[config.mk]
export PLATFORM = sky130hd
export DESIGN_NAME = bitsplit_rule_matcher
export DESIGN_NICKNAME = d
export VERILOG_FILES = /design/src/rtl/bsm_pkg.sv /design/src/rtl/bsm_tile.sv /design/src/rtl/bsm_combine.sv /design/src/rtl/bitsplit_rule_matcher.sv
export SDC_FILE = /design/constraint.sdc
export NUM_CORES = 2
export LEC_CHECK = 0
export ABC_AREA = 1
export BUFFER_PORTS_ARGS = -buffer_cell sky130_fd_sc_hd__buf_4
export CAP_MARGIN = 20
export CORE_AREA = 2 2 344 346
export DETAILED_ROUTE_END_ITERATION = 10
export DIE_AREA = 0 0 346 348
export SLEW_MARGIN = 10
export SYNTH_ARGS = -nofsm -noshare
export SYNTH_HDL_FRONTEND = slang
export SYNTH_SLANG_ARGS = --single-unit
[constraint.sdc]
create_clock -name clk -period 6.3 [get_ports clk]
set_input_delay 0 -clock clk [delete_from_list [all_inputs] [get_ports clk]]
set_output_delay 0 -clock clk [all_outputs]
set_load 0.01 [all_outputs]
[src/rtl/bsm_pkg.sv]
package bsm_pkg;
    // Byte slicing shared by the tiles and the top level
    localparam int BYTE_W     = 8;
    localparam int SLICE_W    = 2;
    localparam int NUM_TILES  = BYTE_W / SLICE_W;
    localparam int NUM_SYMS   = 1 << SLICE_W;
    localparam int TILE_SEL_W = $clog2(NUM_TILES);

    // Tile t takes the t-th slice counted from the most significant end
    function automatic logic [SLICE_W-1:0] slice_of(input logic [BYTE_W-1:0] b, input int t);
        return b[BYTE_W-1-SLICE_W*t -: SLICE_W];
    endfunction
endpackage

[src/rtl/bsm_tile.sv]
module bsm_tile
    import bsm_pkg::*;
#(
    parameter int NUM_STATES   = 16,
    parameter int NUM_PATTERNS = 4,
    parameter int STATE_W      = $clog2(NUM_STATES)
) (
    input  logic                            clk,
    input  logic                            rst_n,
    input  logic                            step,
    input  logic                            flush,
    input  logic [SLICE_W-1:0]              slice,
    input  logic                            cfg_we,
    input  logic [STATE_W-1:0]              cfg_state,
    input  logic [NUM_SYMS*STATE_W-1:0]     cfg_next,
    input  logic [NUM_PATTERNS-1:0]         cfg_pmv,
    output logic [NUM_PATTERNS-1:0]         pmv_o
);
    typedef struct packed {
        logic [NUM_SYMS-1:0][STATE_W-1:0] next;
        logic [NUM_PATTERNS-1:0]          pmv;
    } entry_t;

    typedef struct packed {
        logic [STATE_W-1:0]           state;
        entry_t [NUM_STATES-1:0]      tbl;
    } regs_t;

    regs_t              r_d, r_q;
    logic [STATE_W-1:0] base_d, state_q;

    assign state_q = r_q.state;

    always_comb begin
        r_d    = r_q;
        base_d = flush ? '0 : r_q.state;
        if (step) begin
            r_d.state = r_q.tbl[base_d].next[slice];
        end else begin
            r_d.state = base_d;
        end
        if (cfg_we && (int'(cfg_state) < NUM_STATES)) begin
            r_d.tbl[cfg_state].next = cfg_next;
            r_d.tbl[cfg_state].pmv  = cfg_pmv;
        end
        pmv_o = r_q.tbl[r_d.state].pmv;
    end

    always_ff @(posedge clk) begin
        if (!rst_n) begin
            r_q <= '0;
        end else begin
            r_q <= r_d;
        end
    end


    flush_home_chk: assert property (@(posedge clk) disable iff (!rst_n)
        (flush && !step) |=> (state_q == '0));


    idle_hold_chk: assert property (@(posedge clk) disable iff (!rst_n)
        (!step && !flush) |=> $stable(state_q));
endmodule

[src/rtl/bsm_combine.sv]
module bsm_combine
    import bsm_pkg::*;
#(
    parameter int NUM_PATTERNS = 4
) (
    input  logic                                   clk,
    input  logic                                   rst_n,
    input  logic                                   valid_i,
    input  logic [NUM_TILES-1:0][NUM_PATTERNS-1:0] pmv_i,
    output logic                                   valid_o,
    output logic [NUM_PATTERNS-1:0]                match_o
);
    typedef struct packed {
        logic                    valid;
        logic [NUM_PATTERNS-1:0] match;
    } regs_t;

    regs_t r_d, r_q;

    always_comb begin
        r_d.valid = valid_i;
        r_d.match = valid_i ? '1 : '0;
        for (int t = 0; t < NUM_TILES; t++) begin
            r_d.match = r_d.match & pmv_i[t];
        end
    end

    always_ff @(posedge clk) begin
        if (!rst_n) begin
            r_q <= '0;
        end else begin
            r_q <= r_d;
        end
    end

    assign valid_o = r_q.valid;
    assign match_o = r_q.match;


    valid_align_chk: assert property (@(posedge clk) disable iff (!rst_n)
        1'b1 |=> (valid_o == $past(valid_i)));


    quiet_match_chk: assert property (@(posedge clk) disable iff (!rst_n)
        !valid_o |-> (match_o == '0));

    for (genvar t = 0; t < NUM_TILES; t++) begin : g_and

        all_agree_chk: assert property (@(posedge clk) disable iff (!rst_n)
            valid_i |=> ((match_o & ~$past(pmv_i[t])) == '0));
    end
endmodule

[src/rtl/bitsplit_rule_matcher.sv]
module bitsplit_rule_matcher
    import bsm_pkg::*;
#(
    parameter int NUM_STATES   = 16,
    parameter int NUM_PATTERNS = 4,
    parameter int STATE_W      = $clog2(NUM_STATES)
) (
    input  logic                           clk,
    input  logic                           rst_n,
    input  logic                           in_valid,
    input  logic [7:0]                     in_byte,
    input  logic                           flush,
    input  logic                           cfg_we,
    input  logic [1:0]                     cfg_tile,
    input  logic [STATE_W-1:0]             cfg_state,
    input  logic [4*STATE_W-1:0]           cfg_next,
    input  logic [NUM_PATTERNS-1:0]        cfg_pmv,
    output logic                           out_valid,
    output logic [NUM_PATTERNS-1:0]        out_match
);
    logic [NUM_TILES-1:0][NUM_PATTERNS-1:0] pmv_all;

    for (genvar t = 0; t < NUM_TILES; t++) begin : g_tile
        logic tile_we;
        assign tile_we = cfg_we && (cfg_tile == TILE_SEL_W'(t));

        bsm_tile #(
            .NUM_STATES   (NUM_STATES),
            .NUM_PATTERNS (NUM_PATTERNS),
            .STATE_W      (STATE_W)
        ) u_tile (
            .clk       (clk),
            .rst_n     (rst_n),
            .step      (in_valid),
            .flush     (flush),
            .slice     (slice_of(in_byte, t)),
            .cfg_we    (tile_we),
            .cfg_state (cfg_state),
            .cfg_next  (cfg_next),
            .cfg_pmv   (cfg_pmv),
            .pmv_o     (pmv_all[t])
        );
    end

    bsm_combine #(
        .NUM_PATTERNS (NUM_PATTERNS)
    ) u_combine (
        .clk     (clk),
        .rst_n   (rst_n),
        .valid_i (in_valid),
        .pmv_i   (pmv_all),
        .valid_o (out_valid),
        .match_o (out_match)
    );
endmodule

==> impl_results.md <==
- Maximum clock path buffer count: 3
- Final hold slack: approximately 0.052 ns
- Slew of the pin with the lowest slew margin: approximately 1.3 ns
- Flops & latches, synth: about 1300
- IO Count: between 40 and 50
- Run status: complete, no violations
- GR Layer Usage met2: 50.3%
- Crit path time final: 4.94 ns
- LEAKAGE: about 27 nW
- Clock sinks: between 1000 and 1500
- Startpoint types: flop
- Sequential fraction of the synthesis area: between 40% and 50%
- Pins over their slew limit: 0
- Reg2Reg Depth: 20
- VDD IR max: approximately 0.28 mV
- Die Y: around 350 um
- CP required: about 7.0 ns
- Avg Vias per Cell: 5.75
- Design area: between 60000 and 70000 um^2
- Clock latency on the worst-skew pair: 0.77 ns
- Drt wl/cell: slightly above 20 um
- Starting Density: between 40% and 50%
- DRC Markers: 0
- Routability congestion estimate: approximately 0.87
- PD cells: between 200 and 300 nW/um^2
- Mapped Avg Cell Area: between 6 and 7 um^2
- Netlist cell types: 30
- Total gr overflow: 0
- Row count: 126
- Vias: ~56000
- R2R Path Start: g_tile[0].u_tile.state_q[0]$_SDFF_PN0_
- Fin crit share: between 70 and 80%
- Max Cap Viol: 0
- Initial antenna violation count: 4
- Capture point of the worst reg-to-reg path: u_combine.match_o[3]$_SDFF_PN0_
- Max Fclk: between 0.2 and 0.25 GHz
- Reg-to-reg slack, setup: roughly 1.4 ns
- Die area: roughly 120000 um^2
- Max H-tree Level: 4
- CP peak stage delay: slightly below 0.8 ns
- Overall power: 17.8 mW
- CTS tree: yes
- Placed cell areas: between 50000 and 60000 um^2
- Commonest non-fill, non-tap cells in the layout: 2562 x nor2_1, 1339 x o21ai_0, 1300 x dfxtp_1
- Slowest CP cell: buf_4
- Core Region: 117000 um^2
- Mapped Nets: roughly 8700
- Worst path cell trace: buf_4 -> nand2_4 -> buf_4 -> buf_4 -> nand2_1 -> nand3_1 -> nand3_1 -> nand3_1 -> nand3_1 -> nand3_1 -> nand3_1 -> nand2_2 -> nand2_1 -> nand3_1 -> nand3_1 -> nand3_1 -> nand2_1 -> nor2_1 -> nand2_1 -> nor2_1
- Worst-case hold path end point: g_tile[0].u_tile.state_q[0]$_SDFF_PN0_
- Dpl hpwl: roughly 120000 um
- Commonest non-fill, non-tap cell in the layout: nor2_1
- Hold Path Depth: 4
- Fin util: a little over half
- Final ANT Viol Nets: 0
- Max_slew headroom: 12.0%
- Cell Area, Synth: approximately 58000 um^2
- Setup Fix Bufs, Post-CTS: 0
- Largest net degree at the start of global routing: 263
- Setup TNS: 0 ns
- GRT Util Overall: between 30% and 40%
- Router iterations before antenna repair: 6
- Routing usage on met3: under 10%
- Crit end category: flop
- Hold Crit Start: in_valid
- Post-synthesis cell count: about 8600
- RSZ-0062 raised after global routing: false
- Clk root buf: clkbuf_16
- Final Skew: roughly 0.025 ns
- GR Util met1: between 40% and 50%
- Global-route wire length before repair: 311000 um
- Worst Path Arrival: between 5 and 6 ns
- Worst hold path class: in2reg
- Crit path max fanout: 88
- Die X: approximately 350 um
- Vias in the first global route: between 50000 and 60000
- Busiest layer in global routing: met2
- Final Setup Violations: 0
- Port Buffers: 43
- Fin. Hold Viols: 0
- Final WL: 199000 um
- Proportion of layout cells with a drive suffix above 1: about 5.4%
- # diodes: 0
- Cell with the most instances on the worst path: nand3_1
- Final nets: a little over 8000
- Yosys warnings: 0
- Critical path class: reg2reg
- Initial DRC Count: ~6300
- Area growth syn-to-layout: 8.48%
- CTS buffer count: 142
- Clock slew at reported path FFs: 0.06 ns
[layer usage]
| layer | part of all wire [%] | wire [um] |
|---|---|---|
| met5 | 0.027 | 54 |
| met4 | 2.5 | 4930 |
| met3 | 7.7 | 15300 |
| met2 | 44 | 88400 |
| met1 | 45 | 90500 |
[report_power, final]
group,internal [mW],switching (mW)
Clock,4.83,3.47
Combinational,0.276,0.935
Sequential,8.29,0.0391
Total,13.4,4.44
[timing repair]
| item | in CTS | in global routing |
|---|---|---|
| endpoints found under the hold margin | 919 | 0 |
| gates resized for setup | 0 | 0 |
| hold buffers | 23 | 0 |
[cell families (layout without fill, tap and decap cells)]
logic type / count (synthesis) / in the layout / share of synthesized area [%]
simple gates: 4703 / 4703 / 33.1
flops: 1301 / 1301 / 45.0
compound gates: 1630 / 1630 / 14.8
buf+inv: 990 / 656 / 7.09
[sequential cells by signal, indices dropped and copies added, names as in the netlist]
register	count
u_combine.valid_o	1
g_tile.u_tile.r_q	1280
u_combine.match_o	4
g_tile.u_tile.state_q	16
[worst max-delay path: cells and delay by family, from the launching register on]
family / cells / cell delay, ns
buffers and inverters: 3 / 1.50
flip-flops: 1 / 0.30
AND/OR/NAND/NOR: 17 / 2.93
[layout make-up]
| cell class | count | area, um^2 |
|---|---|---|
| multi-input cells | 6333 | 27700 |
| clock inverters | 38 | 413 |
| repair buffers | 196 | 1680 |
| clock buffers | 206 | 4130 |
| inverters | 216 | 813 |
| fillers | 11600 | 54200 |
| well taps | 1536 | 1920 |
| flip-flops and latches | 1301 | 26000 |
[synthesized netlist by cell type]
| master | count | share of area [%] |
|---|---|---|
| nand3_2 | 2 | 0.035 |
| nand2_2 | 15 | 0.16 |
| a211oi_1 | 10 | 0.13 |
| o211ai_1 | 72 | 0.93 |
| clkinv_1 | 8 | 0.052 |
| o221ai_1 | 20 | 0.30 |
| o21ai_2 | 2 | 0.030 |
| inv_2 | 9 | 0.058 |
| o21ai_1 | 6 | 0.052 |
| or2_2 | 23 | 0.25 |
| buf_6 | 5 | 0.097 |
| inv_4 | 1 | 0.011 |
| o21ai_0 | 1339 | 12 |
| a32o_1 | 4 | 0.069 |
| buf_4 | 43 | 0.56 |
| nand3_1 | 1084 | 9.4 |
| a21oi_1 | 141 | 1.2 |
| or2_1 | 1 | 0.011 |
| clkbuf_1 | 465 | 3.0 |
| a22oi_1 | 16 | 0.21 |
| nand4_1 | 2 | 0.022 |
| nand2_1 | 1005 | 6.5 |
| nor2_1 | 2564 | 17 |
| buf_1 | 116 | 0.75 |
| dfxtp_1 | 1301 | 45 |
| buf_2 | 145 | 1.3 |
| o22ai_1 | 20 | 0.22 |
| inv_1 | 198 | 1.3 |
| nor3_1 | 4 | 0.035 |
| nand2_4 | 3 | 0.058 |
[stage by stage]
step                      worst slack [ns]  cells
after floorplan                       4.02   8624
after global placement                1.33   9557
after detailed placement              1.25   9558
after CTS                             1.52   9825
after global routing                 0.951   9826
final                                 1.36   9826
[how the worst max path moves through the flow]
stage / start / endpoint / slack, ns / cells past startpoint
6_report: g_tile[0].u_tile.state_q[0]$_SDFF_PN0_ / u_combine.match_o[3]$_SDFF_PN0_ / 1.36 / 20
5_1_grt: g_tile[0].u_tile.state_q[0]$_SDFF_PN0_ / u_combine.match_o[3]$_SDFF_PN0_ / 0.95 / 20
3_5_place_dp: flush / u_combine.match_o[3]$_SDFF_PN0_ / 1.25 / 22
4_1_cts: g_tile[0].u_tile.state_q[0]$_SDFF_PN0_ / u_combine.match_o[3]$_SDFF_PN0_ / 1.52 / 20
3_3_place_gp: flush / u_combine.match_o[3]$_SDFF_PN0_ / 1.33 / 22
2_1_floorplan: g_tile[1].u_tile.state_q[0]$_SDFF_PN0_ / u_combine.match_o[1]$_SDFF_PN0_ / 4.02 / 20
(Power assumes the default switching activity.)
